--- config.mk ---
export PLATFORM = sky130hd
export DESIGN_NAME = bcs_seq
export DESIGN_NICKNAME = d
export VERILOG_FILES = /design/src/rtl/bcs_pkg.sv /design/src/rtl/bcs_ctrl.sv /design/src/rtl/bcs_datapath.sv /design/src/rtl/bcs_seq.sv
export SDC_FILE = /design/constraint.sdc
export NUM_CORES = 1
export LEC_CHECK = 0
export BUFFER_PORTS_ARGS = -buffer_cell sky130_fd_sc_hd__buf_2
export CAP_MARGIN = 10
export CORE_ASPECT_RATIO = 0.6
export CORE_MARGIN = 4
export CORE_UTILIZATION = 52
export CTS_CLUSTER_DIAMETER = 50
export DETAILED_ROUTE_END_ITERATION = 6
export PLACE_DENSITY = 0.82
export SLEW_MARGIN = 40
export SYNTH_ARGS = -nofsm -noshare
export SYNTH_HDL_FRONTEND = slang
export SYNTH_SLANG_ARGS = --single-unit
--- constraint.sdc ---
create_clock -name clk -period 4.5 [get_ports clk]
set_input_delay 0.9 -clock clk [delete_from_list [all_inputs] [get_ports clk]]
set_output_delay 0.9 -clock clk [all_outputs]
set_load 0.05 [all_outputs]
--- src/rtl/bcs_pkg.sv ---
package bcs_pkg;

  // host register select codes
  typedef enum logic [1:0] {
    HS_CFG   = 2'd0,
    HS_MASK  = 2'd1,
    HS_START = 2'd2,
    HS_NONE  = 2'd3
  } hostSel_e;

  // RAM address source chosen by the control FSM
  typedef enum logic [2:0] {
    AS_PTR = 3'd0,
    AS_CNT = 3'd1,
    AS_MBA = 3'd2,
    AS_CW  = 3'd3,
    AS_BSW = 3'd4,
    AS_TT  = 3'd5
  } addrSel_e;

  localparam int CFG_AREA_BIT = 13;
  localparam int CFG_STOP_BIT = 14;
  localparam int MASK_EOL_BIT = 0;
  localparam int MASK_ERR_BIT = 1;
  localparam int BSW_DONE_BIT = 15;
  localparam int BSW_ERR_BIT  = 0;

  // strobes from control to datapath
  typedef struct packed {
    logic     ramReq;
    logic     ramWe;
    addrSel_e addrSel;
    logic     capSp;
    logic     capCnt;
    logic     capMba;
    logic     capCw;
    logic     capDone;
    logic     latchArea;
    logic     raiseEol;
    logic     raiseErr;
    logic     xferReq;
  } ctrlStrobe_t;

  // conditions from datapath to control
  typedef struct packed {
    logic startReq;
    logic cntAllOnes;
    logic lastErr;
    logic stopOnErr;
  } dpStatus_t;

endpackage

--- src/rtl/bcs_ctrl.sv ---
module bcs_ctrl
  import bcs_pkg::*;
(
  input  logic        clk,
  input  logic        rstN,
  input  dpStatus_t   stat,
  input  logic        ramGnt,
  input  logic        xferDone,
  output ctrlStrobe_t strb
);

  typedef enum logic [4:0] {
    S_IDLE, S_RD_SP, S_CAP_SP, S_RD_CNT, S_CAP_CNT, S_CHK,
    S_RD_MBA, S_CAP_MBA, S_RD_CW, S_CAP_CW, S_XFER,
    S_WR_BSW, S_WR_TT, S_WR_SP, S_WR_CNT, S_NEXT
  } state_e;

  state_e state, nextState;

  always_ff @(posedge clk) begin
    if (!rstN) state <= S_IDLE;
    else       state <= nextState;
  end

  always_comb begin
    strb      = '0;
    nextState = state;
    case (state)
      S_IDLE: begin
        if (stat.startReq) begin
          strb.latchArea = 1'b1;
          nextState      = S_RD_SP;
        end
      end
      S_RD_SP: begin
        strb.ramReq  = 1'b1;
        strb.addrSel = AS_PTR;
        if (ramGnt) nextState = S_CAP_SP;
      end
      S_CAP_SP: begin
        strb.capSp = 1'b1;
        nextState  = S_RD_CNT;
      end
      S_RD_CNT: begin
        strb.ramReq  = 1'b1;
        strb.addrSel = AS_CNT;
        if (ramGnt) nextState = S_CAP_CNT;
      end
      S_CAP_CNT: begin
        strb.capCnt = 1'b1;
        nextState   = S_CHK;
      end
      S_CHK: begin
        if (stat.cntAllOnes) begin
          strb.raiseEol = 1'b1;
          nextState     = S_IDLE;
        end else begin
          nextState = S_RD_MBA;
        end
      end
      S_RD_MBA: begin
        strb.ramReq  = 1'b1;
        strb.addrSel = AS_MBA;
        if (ramGnt) nextState = S_CAP_MBA;
      end
      S_CAP_MBA: begin
        strb.capMba = 1'b1;
        nextState   = S_RD_CW;
      end
      S_RD_CW: begin
        strb.ramReq  = 1'b1;
        strb.addrSel = AS_CW;
        if (ramGnt) nextState = S_CAP_CW;
      end
      S_CAP_CW: begin
        strb.capCw = 1'b1;
        nextState  = S_XFER;
      end
      S_XFER: begin
        strb.xferReq = 1'b1;
        if (xferDone) begin
          strb.capDone = 1'b1;
          nextState    = S_WR_BSW;
        end
      end
      S_WR_BSW: begin
        strb.ramReq  = 1'b1;
        strb.ramWe   = 1'b1;
        strb.addrSel = AS_BSW;
        if (ramGnt) nextState = S_WR_TT;
      end
      S_WR_TT: begin
        strb.ramReq  = 1'b1;
        strb.ramWe   = 1'b1;
        strb.addrSel = AS_TT;
        if (ramGnt) nextState = S_WR_SP;
      end
      S_WR_SP: begin
        strb.ramReq  = 1'b1;
        strb.ramWe   = 1'b1;
        strb.addrSel = AS_PTR;
        if (ramGnt) nextState = S_WR_CNT;
      end
      S_WR_CNT: begin
        strb.ramReq  = 1'b1;
        strb.ramWe   = 1'b1;
        strb.addrSel = AS_CNT;
        if (ramGnt) nextState = S_NEXT;
      end
      S_NEXT: begin
        strb.raiseErr = stat.lastErr;
        if (stat.lastErr && stat.stopOnErr) begin
          nextState = S_IDLE;
        end else begin
          strb.latchArea = 1'b1;
          nextState      = S_RD_SP;
        end
      end
      default: nextState = S_IDLE;
    endcase
  end


  ram_hold_chk: assert property (@(posedge clk) disable iff (!rstN)
    strb.ramReq && !ramGnt |=> strb.ramReq && $stable(strb.ramWe) && $stable(strb.addrSel));


  xfer_hold_chk: assert property (@(posedge clk) disable iff (!rstN)
    strb.xferReq && !xferDone |=> strb.xferReq);


  xfer_excl_chk: assert property (@(posedge clk) disable iff (!rstN)
    strb.xferReq |-> !strb.ramReq);


  stop_halt_chk: assert property (@(posedge clk) disable iff (!rstN)
    state == S_NEXT && stat.lastErr && stat.stopOnErr |=> !strb.ramReq && !strb.xferReq);

endmodule

--- src/rtl/bcs_datapath.sv ---
module bcs_datapath
  import bcs_pkg::*;
#(
  parameter int             DW         = 16,
  parameter int             AW         = 16,
  parameter logic [AW-1:0]  PTR_A      = 16'h0100,
  parameter logic [AW-1:0]  PTR_B      = 16'h0104,
  parameter int             DESC_WORDS = 4
) (
  input  logic          clk,
  input  logic          rstN,
  input  logic          hostWrEn,
  input  logic [1:0]    hostWrSel,
  input  logic [DW-1:0] hostWrData,
  input  ctrlStrobe_t   strb,
  output dpStatus_t     stat,
  output logic [AW-1:0] ramAddr,
  output logic [DW-1:0] ramWdata,
  input  logic [DW-1:0] ramRdata,
  input  logic          xferErr,
  input  logic [DW-1:0] timeTag,
  output logic [DW-1:0] xferCtrl,
  output logic [AW-1:0] xferBlkAddr,
  output logic          irqEol,
  output logic          irqErr
);

  localparam logic [AW-1:0] TT_OFS   = AW'(1);
  localparam logic [AW-1:0] MBA_OFS  = AW'(DESC_WORDS - 1);
  localparam logic [AW-1:0] SP_STEP  = AW'(DESC_WORDS);
  localparam logic [AW-1:0] CNT_OFS  = AW'(1);

  logic          cfgArea, cfgStop, maskEol, maskErr;
  logic          areaCur;
  logic [AW-1:0] spReg, mbaReg;
  logic [DW-1:0] cntReg, cwReg, ttReg;
  logic          errReg;
  logic [AW-1:0] ptrAddr;
  logic [DW-1:0] bswWord;

  // host registers
  always_ff @(posedge clk) begin
    if (!rstN) begin
      cfgArea <= 1'b0;
      cfgStop <= 1'b0;
      maskEol <= 1'b0;
      maskErr <= 1'b0;
    end else if (hostWrEn) begin
      case (hostSel_e'(hostWrSel))
        HS_CFG: begin
          cfgArea <= hostWrData[CFG_AREA_BIT];
          cfgStop <= hostWrData[CFG_STOP_BIT];
        end
        HS_MASK: begin
          maskEol <= hostWrData[MASK_EOL_BIT];
          maskErr <= hostWrData[MASK_ERR_BIT];
        end
        default: ;
      endcase
    end
  end

  // active area, only moved on control's latch strobe
  always_ff @(posedge clk) begin
    if (!rstN)               areaCur <= 1'b0;
    else if (strb.latchArea) areaCur <= cfgArea;
  end

  // message state captured from RAM and transfer port
  always_ff @(posedge clk) begin
    if (!rstN) begin
      spReg  <= '0;
      cntReg <= '0;
      mbaReg <= '0;
      cwReg  <= '0;
      ttReg  <= '0;
      errReg <= 1'b0;
    end else begin
      if (strb.capSp)  spReg  <= AW'(ramRdata);
      if (strb.capCnt) cntReg <= ramRdata;
      if (strb.capMba) mbaReg <= AW'(ramRdata);
      if (strb.capCw)  cwReg  <= ramRdata;
      if (strb.capDone) begin
        ttReg  <= timeTag;
        errReg <= xferErr;
      end
    end
  end

  always_ff @(posedge clk) begin
    if (!rstN) begin
      irqEol <= 1'b0;
      irqErr <= 1'b0;
    end else begin
      irqEol <= strb.raiseEol && maskEol;
      irqErr <= strb.raiseErr && maskErr;
    end
  end

  assign ptrAddr = areaCur ? PTR_B : PTR_A;

  always_comb begin
    bswWord               = '0;
    bswWord[BSW_DONE_BIT] = 1'b1;
    bswWord[BSW_ERR_BIT]  = errReg;
  end

  always_comb begin
    ramAddr  = ptrAddr;
    ramWdata = '0;
    case (strb.addrSel)
      AS_PTR: begin ramAddr = ptrAddr;           ramWdata = DW'(spReg + SP_STEP); end
      AS_CNT: begin ramAddr = ptrAddr + CNT_OFS; ramWdata = cntReg + DW'(1);      end
      AS_MBA: begin ramAddr = spReg + MBA_OFS;   ramWdata = '0;                   end
      AS_CW:  begin ramAddr = mbaReg;            ramWdata = '0;                   end
      AS_BSW: begin ramAddr = spReg;             ramWdata = bswWord;              end
      AS_TT:  begin ramAddr = spReg + TT_OFS;    ramWdata = ttReg;                end
      default: ;
    endcase
  end

  assign stat.startReq   = hostWrEn && (hostSel_e'(hostWrSel) == HS_START);
  assign stat.cntAllOnes = &cntReg;
  assign stat.lastErr    = errReg;
  assign stat.stopOnErr  = cfgStop;

  assign xferCtrl    = cwReg;
  assign xferBlkAddr = mbaReg + AW'(1);


  area_defer_chk: assert property (@(posedge clk) disable iff (!rstN)
    strb.xferReq |=> $stable(areaCur));


  eol_pulse_chk: assert property (@(posedge clk) disable iff (!rstN)
    irqEol |=> !irqEol);


  err_pulse_chk: assert property (@(posedge clk) disable iff (!rstN)
    irqErr |=> !irqErr);


  eol_mask_chk: assert property (@(posedge clk) disable iff (!rstN)
    irqEol |-> $past(maskEol));


  err_mask_chk: assert property (@(posedge clk) disable iff (!rstN)
    irqErr |-> $past(maskErr));

endmodule

--- src/rtl/bcs_seq.sv ---
module bcs_seq
  import bcs_pkg::*;
#(
  parameter int            DW         = 16,
  parameter int            AW         = 16,
  parameter logic [AW-1:0] PTR_A      = 16'h0100,
  parameter logic [AW-1:0] PTR_B      = 16'h0104,
  parameter int            DESC_WORDS = 4
) (
  input  logic          clk,
  input  logic          rstN,
  input  logic          hostWrEn,
  input  logic [1:0]    hostWrSel,
  input  logic [DW-1:0] hostWrData,
  output logic          ramReq,
  output logic          ramWe,
  output logic [AW-1:0] ramAddr,
  output logic [DW-1:0] ramWdata,
  input  logic          ramGnt,
  input  logic [DW-1:0] ramRdata,
  output logic          xferReq,
  output logic [DW-1:0] xferCtrl,
  output logic [AW-1:0] xferBlkAddr,
  input  logic          xferDone,
  input  logic          xferErr,
  input  logic [DW-1:0] timeTag,
  output logic          irqEol,
  output logic          irqErr
);

  ctrlStrobe_t strb;
  dpStatus_t   stat;

  bcs_ctrl u_ctrl (
    .clk      (clk),
    .rstN     (rstN),
    .stat     (stat),
    .ramGnt   (ramGnt),
    .xferDone (xferDone),
    .strb     (strb)
  );

  bcs_datapath #(
    .DW         (DW),
    .AW         (AW),
    .PTR_A      (PTR_A),
    .PTR_B      (PTR_B),
    .DESC_WORDS (DESC_WORDS)
  ) u_dp (
    .clk         (clk),
    .rstN        (rstN),
    .hostWrEn    (hostWrEn),
    .hostWrSel   (hostWrSel),
    .hostWrData  (hostWrData),
    .strb        (strb),
    .stat        (stat),
    .ramAddr     (ramAddr),
    .ramWdata    (ramWdata),
    .ramRdata    (ramRdata),
    .xferErr     (xferErr),
    .timeTag     (timeTag),
    .xferCtrl    (xferCtrl),
    .xferBlkAddr (xferBlkAddr),
    .irqEol      (irqEol),
    .irqErr      (irqErr)
  );

  assign ramReq  = strb.ramReq;
  assign ramWe   = strb.ramWe;
  assign xferReq = strb.xferReq;


  addr_stable_chk: assert property (@(posedge clk) disable iff (!rstN)
    ramReq && !ramGnt |=> $stable(ramAddr) && $stable(ramWdata));

endmodule

**Word-level counts from Yosys, hierarchy flattened**

Cells that the tools add are included.

- Add/subtract/negate cells: 6
- Equality and inequality tests: 32
- Muxes and demuxes: 32
- Reduce and logical (&&, ||, !) cells: 14

Operators with widths:

| kind | number |
|---|---|
| 16-bit one-hot mux with 5 select lines | 1 |
| 5-bit one-hot mux with 16 select lines | 1 |
| 16-bit by 1-bit adder with 16-bit output, second input constant | 4 |
| 16-bit one-hot mux with 4 select lines | 1 |
| 5-bit 2-to-1 mux | 10 |
| 5-bit by 4-bit equality test with 1-bit output, second input constant | 8 |
| 5-bit by 3-bit equality test with 1-bit output, second input constant | 4 |
| 2-bit inequality test, second input constant | 10 |
| 16-bit by 2-bit adder with 16-bit output, second input constant | 1 |
| 16-bit by 3-bit adder with 16-bit output, second input constant | 1 |
| 16-bit AND reduction | 1 |
| 1-bit 2-to-1 mux | 15 |
| 3-bit one-hot mux with 5 select lines | 1 |
| 5-bit by 2-bit equality test with 1-bit output, second input constant | 2 |
| 10-bit AND reduction | 1 |
| 8-bit OR reduction | 1 |
| 3-bit by 2-bit equality test with 1-bit output, second input constant | 2 |
| 3-bit equality test, second input constant | 2 |
| 3-bit 2-to-1 mux | 2 |
| 5-bit by 1-bit equality test with 1-bit output, second input constant | 1 |
| 5-bit logical NOT | 1 |
| 1-bit logical AND | 4 |
| 2-bit AND reduction | 2 |
| 4-bit OR reduction | 1 |
| other kinds (7) | 7 |

- Register bits after elaboration: 93
- Input port bits: 56
- Word-level logic and storage cells: 98

**Longest topological paths before layout**

Gate-level depths: netlist (run 1).

- Depth in word-level cells: 5
- Mapped depth: 11

**By module**

A second synthesis (run 1) with hierarchy kept.

- Cells, all modules: 636
- Area total of the unflattened synthesis: 5476.5 µm²

By module, submodules not included:

| module | times used | cells an instance | area an instance (µm²) | seq. area each (µm²) |
|---|---|---|---|---|
| bcs_datapath | 1 | 561 | 4986.0 | 1761.7 |
| bcs_ctrl | 1 | 75 | 490.5 | 80.1 |

**Least setup slack after synthesis (run 1)**

Ideal clock, no wire load.

- Path type: register to output
- Start point: reg u_ctrl.state[1]
- End point: out ramAddr[7]
- Data arrival time: 3.198 ns
- Path slack: 0.402 ns
- Cell stages (with the launch flop): 11
- Buffers on the path: 2
- Path through: dfxtp_1 buf_2 nand2b_1 nor2_1 clkbuf_1 inv_1 ha_1 a21oi_1 nor3_1 xnor2_1 o21ai_0

- Longest elaborated chain between the ends: 5
- Elaborated cells between the ends (all ways): 14
- Those cells by class: eq/ne: 11; mux: 2; reduce/logical: 1

Ends and longest elaborated chain:

| element | line | RTL |
|---|---|---|
| from (decl) | bcs_ctrl.sv:18 | `state_e state, nextState;` |
| from (signal assigned) | bcs_ctrl.sv:22 | `else state <= nextState;` |
| 5-bit by 2-bit equality test with 1-bit output / 5-bit by 4-bit equality test with 1-bit output (equally long branches) | bcs_ctrl.sv:28 | `case (state)` |
| 2-bit OR reduction (no source line) | - |  |
| 3-bit one-hot mux with 5 select lines (*) | bcs_ctrl.sv:28 |  |
| 3-bit equality test, or another cell as far along | bcs_datapath.sv:111 | `case (strb.addrSel)` |
| 16-bit one-hot mux with 5 select lines (*) | bcs_datapath.sv:111 |  |
| to (decl) | bcs_seq.sv:17 | `output logic [AW-1:0] ramAddr,` |

Every way passes the cells marked *; elsewhere a longest branch is shown, timed or not.

**Worst setup path after layout (run 1)**

- Start point: reg u_ctrl.state[0]
- End point: out ramAddr[13]

The elaborated chain is that of the path after synthesis.

==> reports/qor.log, run 1 <==
INFO  synth          async_flop_share=0%
INFO  power_and_ir_drop worst_vdd_rail_ir_drop=0.2604mV
INFO  place          gp_congestion=0.9835
INFO  place          pre_cts_ws=673.0ps
INFO  global_routing antenna_found_initial=1
INFO  routing        post_drt_wl_per_cell=18.42µm
INFO  clocking       cts_max_path_buffers=2
INFO  setup_path     start_kind=flip-flop
INFO  clocking       tritoncts=yes
INFO  clocking       cts_num_sinks=92
INFO  final_layout   most_common_cell_after_layout_fill_and_taps_aside=sky130_fd_sc_hd__nand2_1
INFO  setup_path     worst-path-max-fanout=16
INFO  global_routing grt_pass1_wl=26540µm
INFO  place          dpl.hpwl=12920µm
INFO  hold_path      hold_path.class=reg2reg
INFO  sta            worst-slew-pin-transition=768.3ps
INFO  synth          syn_area_per_cell=7.603µm²
INFO  sta            timing.final.crit_share=90.42%
INFO  setup_path     worstSetupEndpointType=output port
INFO  setup_path     timing.critical_path.arrival=3170ps
INFO  setup_path     reg_to_reg_endpoint=u_dp.ttReg[12]
INFO  power_and_ir_drop totalPowerFinal=0.002716W
INFO  final_layout   n_antenna_cell=0
INFO  sta            hold_viol=0
INFO  power_and_ir_drop seq_power_share=37.7%
INFO  final_layout   ff_latch_area=1842µm²
INFO  routing        route.detailed.drc=0
INFO  sta            finalWorstPathRequiredPeriod=4069ps
INFO  sta            fin_skew=5.309ps
INFO  global_routing vias_in_the_first_global_route=4909
INFO  synth          number_of_enable_type_register_cells_in_the_synthesized_netlist=0
INFO  global_routing grt_max_degree=49
INFO  setup_path     required_time_at_the_endpoint_of_the_critical_path=3600ps
INFO  final_layout   finalNetCount=835
INFO  power_and_ir_drop sw_frac_of_total=41.43%
INFO  routing        drtIter0Drc=672
INFO  die            core.rowCount=28
INFO  clocking       clk_pin_slew=70ps
INFO  clocking       root_buffer=sky130_fd_sc_hd__clkbuf_16
INFO  global_routing globalRouteOverflowTotal=0
INFO  clocking       cts_made_buffers=9
INFO  setup_path     timing.rr.start=u_ctrl.state[2]
INFO  status         outcome=completed
INFO  die            initial_utilization=53.41%
INFO  sta            finalSetupViolations=0
INFO  clocking       cts_setup_buffers=0
INFO  sta            final.setup.tns=0ps
INFO  routing        route.vias.total=5305
INFO  routing        postRouteAntennaNets=0
INFO  power_and_ir_drop power_density=441.8nW/µm²
INFO  place          port-buffer-count=112
INFO  setup_path     setup_slack_of_the_worst_register_to_register_path=2590ps
INFO  setup_path     crit_type=reg2out
INFO  synth          synthTopCellsByArea=sky130_fd_sc_hd__dfxtp_1 35%, sky130_fd_sc_hd__nand2_1 14%, sky130_fd_sc_hd__a21boi_0 12%
INFO  power_and_ir_drop static-leakage-power=2.306nW
INFO  synth          syn-instance-count=694
INFO  final_layout   share_of_final_layout_standard_cells_stronger_than_drive_strength_1=18.64%
INFO  die            die-area=11880µm²
INFO  routing        detailedRoute.firstPassIterationCount=7
INFO  power_and_ir_drop power_switching=0.001125W
INFO  synth          synthesized_area=5276µm²
INFO  setup_path     worst-r2r-cell-count=6
INFO  sta            finalMaxSlewViolations=0
INFO  final_layout   multi_input_comb_area=3214µm²
INFO  sta            slew_headroom=48.64%
INFO  clocking       htree_num_levels=3
INFO  die            top_level_port_count=125
INFO  final_layout   fillCellCount=904
INFO  sta            rsz0062_at_grt=false
INFO  synth          yosysTopAreaCellShare=34.91%
INFO  die            fp.dieH=86.03µm
INFO  synth          post-synth-top-area-cell=sky130_fd_sc_hd__dfxtp_1
INFO  die            die_w=138.0µm
INFO  clocking       clock_insertion_delay_worst_skew=340ps
INFO  hold_path      hold_path_startpoint=u_dp.maskErr
INFO  synth          synth_nets=755
INFO  hold_path      worst_hold_path.endpoint=u_dp.irqErr
INFO  die            core-area=9879µm²
INFO  routing        routed_wl=16820µm
INFO  synth          postSynthRegisterBits=92
INFO  sta            peak_freq=245.8MHz
INFO  synth          netlist-cell-type-count=57
INFO  power_and_ir_drop clockPowerShare=27.7%
INFO  sta            postLayoutSetupSlackWorst=431.2ps
INFO  sta            fin_worst_hold_slack=462.7ps
INFO  power_and_ir_drop power.share.combinational=34.6%
INFO  synth          yosysSeqAreaShare=34.91%
INFO  clocking       cts_resized=0
INFO  clocking       hold_buffers=0
INFO  hold_path      worstHoldPathCells=2
INFO  global_routing gr-usage-all-layers=28.02%
INFO  power_and_ir_drop p_int=0.001591W
INFO  final_layout   area_growth_syn_to_layout=16.50%
INFO  final_layout   mostFrequentLayoutCells=202 x sky130_fd_sc_hd__nand2_1, 112 x sky130_fd_sc_hd__buf_2, 92 x sky130_fd_sc_hd__dfxtp_1
INFO  synth          yosys_most_used_dff=sky130_fd_sc_hd__dfxtp_1
INFO  routing        routed_vias_inst=5.811
INFO  job            number_of_maximum_capacitance_constraint_violations=0
INFO  synth          ys_warn_count=0
## cells by family after synthesis
family	count (synthesis)	share of synthesized area, %
fa+ha+maj	5	1.328
flops	92	34.91
mux	5	0.9486
buf+inv	57	4.766
compound gates	166	22.67
simple gates	326	28.10
xor+xnor	43	7.280
## per-layer routing
layer / routed length [µm] / vias to the layer above / global-route usage, % / share of wire, %
met5: 13 / - / 0 / 0.077
met4: 175 / 2 / 5.112 / 1.0
met3: 2105 / 19 / 10.14 / 13
met2: 6766 / 232 / 39.34 / 40
met1: 7757 / 2496 / 41.33 / 46
li1: - / 2556 / - / -
## critical path: stages (launching register included)
cell and delay (ps):
sky130_fd_sc_hd__dfxtp_1 340, sky130_fd_sc_hd__nand2b_1 280, sky130_fd_sc_hd__nor2_4 390, sky130_fd_sc_hd__inv_1 130, sky130_fd_sc_hd__ha_1 300, sky130_fd_sc_hd__a21oi_1 520
sky130_fd_sc_hd__nor3_1 210, sky130_fd_sc_hd__a21oi_1 200, sky130_fd_sc_hd__o21ai_0 100, sky130_fd_sc_hd__nand3_1 100, sky130_fd_sc_hd__buf_2 260
## cell type report
cell class	instances	area share (%)
well taps	135	2.748
multi-input cells	545	52.29
repair buffers	117	9.729
inverters	9	0.5496
flip-flops and latches	92	29.96
clock inverters	5	0.9974
clock buffers	10	3.725
## sequential cells by signal, summed over array words and instances (netlist names)
register / count
u_ctrl.state: 4
u_dp.areaCur: 1
u_dp.cfgArea: 1
u_dp.cfgStop: 1
u_dp.cntReg: 16
u_dp.errReg: 1
u_dp.irqEol: 1
u_dp.irqErr: 1
u_dp.maskEol: 1
u_dp.maskErr: 1
u_dp.mbaReg: 16
u_dp.spReg: 16
u_dp.ttReg: 16
u_dp.xferCtrl: 16
## power by group through the flow
stage               Combinational (W)  Clock, W  Sequential [W]
floorplan                    0.000722         0        0.000972
global placement             0.000889         0         0.00103
detailed placement           0.000917         0         0.00103
CTS                          0.000920  0.000762         0.00102
global route                  0.00101  0.000798         0.00103
finish                       0.000941  0.000751         0.00102
## synth_stat cells (11+ instances only)
master and instances:
sky130_fd_sc_hd__a21boi_0 81, sky130_fd_sc_hd__a21oi_1 12, sky130_fd_sc_hd__buf_2 22, sky130_fd_sc_hd__clkbuf_1 23, sky130_fd_sc_hd__dfxtp_1 92, sky130_fd_sc_hd__nand2_1 202
sky130_fd_sc_hd__nand3_1 26, sky130_fd_sc_hd__nand4_1 12, sky130_fd_sc_hd__nor2_1 24, sky130_fd_sc_hd__nor3_1 11, sky130_fd_sc_hd__o21ai_0 22, sky130_fd_sc_hd__xnor2_1 23
sky130_fd_sc_hd__xor2_1 19
## metrics by stage
stage               utilization, %  cells  instance area (µm²)
floorplan                        -    694                 5276
global placement             58.97    898                 5826
detailed placement           59.17    898                 5846
CTS                          62.11    913                 6136
global route                 62.22    913                 6147
finish                       62.22    913                 6147
## worst max-delay path by stage
stage	to	slack, ps	from	cells past startpoint
5_1_grt	ramAddr[11]	150	u_ctrl.state[0]	10
4_1_cts	ramAddr[13]	310	u_ctrl.state[0]	10
3_5_place_dp	ramAddr[11]	670	u_ctrl.state[0]	10
3_3_place_gp	ramAddr[13]	520	u_ctrl.state[0]	9
6_report	ramAddr[13]	430	u_ctrl.state[0]	10
2_1_floorplan	ramAddr[7]	400	u_ctrl.state[1]	10
Power figures use the tool's default switching activity.
==> run 2: changes to the inputs <==
--- a/config.mk
+++ b/config.mk
@@ -7,12 +7,14 @@
 export LEC_CHECK = 0
 export BUFFER_PORTS_ARGS = -buffer_cell sky130_fd_sc_hd__buf_2
 export CAP_MARGIN = 10
+export CELL_PAD_IN_SITES_DETAIL_PLACEMENT = 0
+export CELL_PAD_IN_SITES_GLOBAL_PLACEMENT = 1
 export CORE_ASPECT_RATIO = 0.6
 export CORE_MARGIN = 4
-export CORE_UTILIZATION = 52
+export CORE_UTILIZATION = 39
 export CTS_CLUSTER_DIAMETER = 50
 export DETAILED_ROUTE_END_ITERATION = 6
-export PLACE_DENSITY = 0.82
+export PLACE_DENSITY = 0.84
 export SLEW_MARGIN = 40
 export SYNTH_ARGS = -nofsm -noshare
 export SYNTH_HDL_FRONTEND = slang
==> run 2 against run 1 <==
Against the previous run: register-to-register slack improved by 70 ps; routed wire length is 3.8% higher; clock power barely moved; final area grew 0.65%; worst hold slack improved by 13 ps; setup slack lost 230 ps; sequential power about the same; global-route usage shrank 5.8 points; largest cell class unchanged.
==> reports/qor.log, run 2 (synthesis gave the netlist of run 1 again) <==
INFO  place          port-buffer-count=112
INFO  setup_path     crit_type=reg2out
INFO  die            die_w=158.2µm
INFO  sta            rsz0062_at_grt=false
INFO  sta            slew_headroom=53.60%
INFO  clocking       cts_made_buffers=9
INFO  global_routing grt_max_degree=66
INFO  setup_path     worstSetupEndpointType=output port
INFO  setup_path     timing.rr.start=u_ctrl.state[2]
INFO  setup_path     worst-r2r-cell-count=5
INFO  hold_path      hold_path_startpoint=u_dp.ttReg[15]
INFO  routing        post_drt_wl_per_cell=18.39µm
INFO  routing        route.vias.total=5242
INFO  place          dpl.hpwl=13350µm
INFO  clocking       hold_buffers=0
INFO  routing        routed_vias_inst=5.524
INFO  place          gp_congestion=0.9278
INFO  clocking       cts_num_sinks=92
INFO  routing        detailedRoute.firstPassIterationCount=5
INFO  power_and_ir_drop static-leakage-power=2.300nW
INFO  global_routing vias_in_the_first_global_route=4887
INFO  sta            peak_freq=232.9MHz
INFO  hold_path      worst_hold_path.endpoint=u_dp.ttReg[15]
INFO  power_and_ir_drop worst_vdd_rail_ir_drop=0.1827mV
INFO  sta            timing.final.crit_share=95.43%
INFO  setup_path     start_kind=flip-flop
INFO  sta            worst-slew-pin-transition=694.0ps
INFO  final_layout   postLayoutCoreUtil=47.40%
INFO  die            core-area=13050µm²
INFO  routing        routed_wl=17450µm
INFO  clocking       clock_insertion_delay_worst_skew=340ps
INFO  sta            finalMaxSlewViolations=0
INFO  die            top_level_port_count=125
INFO  status         outcome=completed
INFO  clocking       cts_setup_buffers=0
INFO  die            core.rowCount=32
INFO  hold_path      hold_path.class=reg2reg
INFO  power_and_ir_drop power_density=439.0nW/µm²
INFO  sta            finalSetupViolations=0
INFO  routing        drtIter0Drc=479
INFO  power_and_ir_drop power_switching=0.001158W
INFO  global_routing globalRouteOverflowTotal=0
INFO  global_routing antenna_found_initial=0
INFO  power_and_ir_drop seq_power_share=37.4%
INFO  final_layout   mostFrequentLayoutCells=202 x sky130_fd_sc_hd__nand2_1, 112 x sky130_fd_sc_hd__buf_2, 92 x sky130_fd_sc_hd__dfxtp_1
INFO  setup_path     required_time_at_the_endpoint_of_the_critical_path=3600ps
INFO  setup_path     timing.critical_path.arrival=3390ps
INFO  power_and_ir_drop p_int=0.001558W
INFO  sta            hold_viol=0
INFO  routing        route.detailed.drc=0
INFO  power_and_ir_drop clockPowerShare=27.7%
INFO  sta            finalWorstPathRequiredPeriod=4294ps
INFO  clocking       clk_pin_slew=70ps
INFO  clocking       cts_resized=0
INFO  die            fp.dieH=98.10µm
INFO  die            die-area=15510µm²
INFO  sta            final.setup.tns=0ps
INFO  setup_path     critical_path.startpoint=u_ctrl.state[0]
INFO  setup_path     setup_slack_of_the_worst_register_to_register_path=2660ps
INFO  global_routing grt_pass1_wl=26950µm
INFO  final_layout   most_common_cell_after_layout_fill_and_taps_aside=sky130_fd_sc_hd__nand2_1
INFO  power_and_ir_drop sw_frac_of_total=42.63%
INFO  final_layout   finalNetCount=835
INFO  global_routing gr-usage-all-layers=22.21%
INFO  setup_path     reg_to_reg_endpoint=u_dp.spReg[7]
INFO  routing        postRouteAntennaNets=0
INFO  final_layout   fillCellCount=1350
INFO  final_layout   area_growth_syn_to_layout=17.26%
INFO  sta            fin_skew=7.308ps
INFO  hold_path      worstHoldPathCells=2
INFO  power_and_ir_drop power.share.combinational=34.9%
INFO  final_layout   share_of_final_layout_standard_cells_stronger_than_drive_strength_1=18.87%
INFO  final_layout   n_antenna_cell=0
INFO  clocking       htree_num_levels=3
INFO  setup_path     worst-path-max-fanout=16
INFO  clocking       tritoncts=yes
INFO  clocking       root_buffer=sky130_fd_sc_hd__clkbuf_16
INFO  job            number_of_maximum_capacitance_constraint_violations=0
INFO  clocking       cts_max_path_buffers=2
INFO  die            initial_utilization=40.42%
[run 2: critical path: stages, from the launching register on]
cell	delay, ps
sky130_fd_sc_hd__dfxtp_1	310
sky130_fd_sc_hd__nand2b_1	250
sky130_fd_sc_hd__nor2_2	570
sky130_fd_sc_hd__inv_1	170
sky130_fd_sc_hd__ha_1	300
sky130_fd_sc_hd__a21oi_1	520
sky130_fd_sc_hd__nor3_1	120
sky130_fd_sc_hd__xnor2_1	150
sky130_fd_sc_hd__o21ai_0	310
sky130_fd_sc_hd__buf_2	340
[run 2: layout make-up]
cell class	count	area (µm²)	area share [%]
clock buffers	10	239.0	3.862
clock inverters	6	52.55	0.8493
inverters	9	33.78	0.5460
multi-input cells	545	3209	51.87
flip-flops and latches	92	1842	29.77
well taps	170	212.7	3.438
repair buffers	117	598.1	9.666
[run 2: how the worst max path moves through the flow]
| stage | cells past startpoint | end | slack [ps] |
|---|---|---|---|
| 2_1_floorplan | 10 | ramAddr[7] | 400 |
| 3_3_place_gp | 9 | ramAddr[7] | 500 |
| 3_5_place_dp | 9 | ramAddr[7] | 690 |
| 4_1_cts | 9 | ramAddr[7] | 320 |
| 5_1_grt | 9 | ramAddr[7] | 10 |
| 6_report | 9 | ramAddr[7] | 210 |
[run 2: through the flow]
step | hold slack, ps | power (W) | area (µm²) | instances | setup WS, ps
global placement | 448.5 | 0.001933 | 5869 | 933 | 496.6
global route | 491.7 | 0.002856 | 6187 | 949 | 13.34
detailed placement | 458.1 | 0.001961 | 5896 | 933 | 691.1
CTS | 476.5 | 0.002709 | 6187 | 949 | 318.4
floorplan | 434.8 | 0.001693 | 5276 | 694 | 401.7
finish | 475.3 | 0.002716 | 6187 | 949 | 205.8
[run 2: per-layer routing]
layer	share of wire [%]	GRT usage [%]
met1	49	33.25
met2	40	30.37
met3	10	8.902
met4	0.83	3.408
met5	0	0
[run 2: power by group through the flow]
stage / registers, W / clock network (W) / logic [W]
after global routing: 0.00103 / 0.000801 / 0.00103
after detailed placement: 0.00103 / 0 / 0.000929
final: 0.00102 / 0.000751 / 0.000949
after CTS: 0.00101 / 0.000763 / 0.000933
after floorplan: 0.000972 / 0 / 0.000722
after global placement: 0.00103 / 0 / 0.000906
==> run 3: changes to the inputs <==
--- a/config.mk
+++ b/config.mk
@@ -15,6 +15,7 @@
 export CTS_CLUSTER_DIAMETER = 50
 export DETAILED_ROUTE_END_ITERATION = 6
 export PLACE_DENSITY = 0.84
+export RECOVER_POWER = 100
 export SLEW_MARGIN = 40
 export SYNTH_ARGS = -nofsm -noshare
 export SYNTH_HDL_FRONTEND = slang
==> run 3 against run 2 <==
Against the previous run: largest cell class unchanged; cell count unchanged; first-iteration DRC count is 5.8% lower; sequential power about the same; final area down 1.6%; critical path type unchanged; critical path depth is the same; critical endpoint unchanged; the run now ends with capacitance limit, slew limit left; highest routed layer unchanged; via count increased by 0.67%; setup slack better by 14 ps; die area unchanged.
==> reports/qor.log, run 3 (synthesis gave the netlist of run 1 again) <==
INFO  final_layout   area_growth_syn_to_layout=15.39%
INFO  routing        routed_wl=17470µm
INFO  global_routing grt_pass1_wl=26950µm
INFO  clocking       clk_pin_slew=70ps
INFO  place          pre_cts_ws=691.1ps
INFO  sta            slew_headroom=-44.64%
INFO  setup_path     crit_type=reg2out
INFO  sta            fin_skew=7.584ps
INFO  sta            final.setup.tns=0ps
INFO  global_routing globalRouteOverflowTotal=0
INFO  sta            finalMaxSlewViolations=66
INFO  final_layout   mostFrequentLayoutCells=202 x sky130_fd_sc_hd__nand2_1, 92 x sky130_fd_sc_hd__dfxtp_1, 83 x sky130_fd_sc_hd__a21boi_0
INFO  global_routing gr-usage-all-layers=22.21%
INFO  routing        route.vias.total=5277
INFO  sta            rsz0062_at_grt=false
INFO  clocking       cts_setup_buffers=0
INFO  final_layout   layout.cell_area.non_filler=6088µm²
INFO  power_and_ir_drop sw_frac_of_total=42.93%
INFO  global_routing grt_max_degree=66
INFO  setup_path     cp_cell_sequence=nand2b_1 > nor2_2 > inv_1 > ha_1 > a21oi_1 > nor3_1 > xnor2_1 > o21ai_0 > buf_2
INFO  status         outcome=complete, but fails checks
INFO  global_routing antenna_found_initial=0
INFO  place          port-buffer-count=112
INFO  clocking       htree_num_levels=3
INFO  final_layout   n_antenna_cell=0
INFO  sta            hold_viol=0
INFO  routing        routed_vias_inst=5.561
INFO  power_and_ir_drop seq_power_share=37.8%
INFO  global_routing global_route.usage.met2=30.37%
INFO  power_and_ir_drop p_int=0.001535W
INFO  final_layout   share_of_final_layout_standard_cells_stronger_than_drive_strength_1=10.91%
INFO  routing        detailedRoute.firstPassIterationCount=5
INFO  global_routing met1_track_demand_over_resource_in_global_routing=33.25%
INFO  clocking       hold_buffers=0
INFO  setup_path     timing.critical_path.arrival=3380ps
INFO  routing        post_drt_wl_per_cell=18.41µm
INFO  place          placed_area=5896µm²
INFO  routing        drtIter0Drc=451
INFO  setup_path     worst-path-max-fanout=16
INFO  sta            finalSetupViolations=0
INFO  setup_path     required_time_at_the_endpoint_of_the_critical_path=3600ps
INFO  power_and_ir_drop worst_vdd_rail_ir_drop=0.1819mV
INFO  final_layout   most_common_cell_after_layout_fill_and_taps_aside=sky130_fd_sc_hd__nand2_1
INFO  global_routing vias_in_the_first_global_route=4887
INFO  status         failed_checks=capacitance limit, slew limit
INFO  hold_path      hold_path.class=reg2reg
INFO  die            initial_utilization=40.42%
INFO  sta            postLayoutSetupSlackWorst=219.8ps
INFO  final_layout   postLayoutCoreUtil=46.64%
INFO  final_layout   finalNetCount=835
INFO  sta            finalWorstPathRequiredPeriod=4280ps
INFO  clocking       cts_num_sinks=92
INFO  die            top_level_port_count=125
INFO  clocking       cts_made_buffers=9
INFO  clocking       cts_resized=0
INFO  die            fp.dieH=98.10µm
INFO  power_and_ir_drop power_switching=0.001154W
INFO  setup_path     start_kind=flip-flop
INFO  job            number_of_maximum_capacitance_constraint_violations=1
INFO  die            core.rowCount=32
INFO  sta            timing.final.crit_share=95.12%
INFO  setup_path     worstSetupEndpointType=output port
INFO  die            die-area=15510µm²
INFO  sta            worst-slew-pin-transition=2170ps
INFO  routing        route.detailed.drc=0
INFO  place          gp_congestion=0.9278
INFO  place          dpl.hpwl=13350µm
INFO  power_and_ir_drop clockPowerShare=27.9%
INFO  power_and_ir_drop power_density=441.7nW/µm²
INFO  die            die_w=158.2µm
INFO  clocking       tritoncts=yes
INFO  clocking       cts_max_path_buffers=2
INFO  power_and_ir_drop power.share.combinational=34.3%
INFO  clocking       clock_insertion_delay_worst_skew=340ps
INFO  power_and_ir_drop static-leakage-power=2.034nW
INFO  setup_path     worst_path_largest_cell_delay=570ps
INFO  routing        postRouteAntennaNets=0
INFO  sta            peak_freq=233.6MHz
INFO  clocking       root_buffer=sky130_fd_sc_hd__clkbuf_16
INFO  setup_path     slowest_stage=sky130_fd_sc_hd__nor2_2
INFO  die            core-area=13050µm²
INFO  global_routing grt_busiest_layer=met1
INFO  global_routing grt_use_met3=8.902%
## run 3: changes by cell type in the layout (fill, tap and decap cells not counted), sizes merged
cell / before / now
buf: 117 / 48
clkbuf: 10 / 79
## run 3: stage by stage
step	hold slack (ps)	total power, W	std cells
2_1_floorplan	434.8	0.001693	694
4_1_cts	476.5	0.002709	949
5_1_grt	496.8	0.002833	949
6_report	480.7	0.002689	949
3_5_place_dp	458.1	0.001961	933
3_3_place_gp	448.5	0.001933	933
## run 3: path summary, 6_finish.rpt
kind | from | cells past startpoint | slack (ps) | end
hold / removal | u_dp.ttReg[15] | 2 | 480 | u_dp.ttReg[15]
hold reg to reg | u_dp.ttReg[15] | 2 | 480 | u_dp.ttReg[15]
setup reg to reg | u_ctrl.state[1] | 6 | 1860 | u_dp.ttReg[7]
setup / recovery | u_ctrl.state[0] | 9 | 220 | ramAddr[7]
## run 3: layout make-up
type,count,area (µm²)
fillers,1371,6964
multi-input cells,545,3192
flip-flops and latches,92,1842
repair buffers,117,516.7
clock buffers,10,239.0
well taps,170,212.7
clock inverters,6,52.55
inverters,9,33.78
## run 3: layer usage
metal	up-vias	share of wire [%]
met5	-	0
met4	0	0.90
met3	18	11
met2	213	40
met1	2489	48
li1	2557	-
## run 3: power groups by stage
stage / Clock (W) / Sequential, W / Combinational [W]
5_1_grt: 0.000801 / 0.00103 / 0.00100
3_3_place_gp: 0 / 0.00103 / 0.000906
2_1_floorplan: 0 / 0.000972 / 0.000722
4_1_cts: 0.000763 / 0.00101 / 0.000933
6_report: 0.000749 / 0.00102 / 0.000923
3_5_place_dp: 0 / 0.00103 / 0.000929
## run 3: worst max-delay path, delay by kind of cell (launching register included)
| kind | cells | cell delay (ps) |
|---|---|---|
| DFF | 1 | 310 |
| buffers and inverters | 2 | 510 |
| and+or+nand+nor | 3 | 930 |
| xor gates and xnor gates | 1 | 150 |
| AOI/OAI and AO/OA | 2 | 840 |
| adders and majority gates | 1 | 300 |
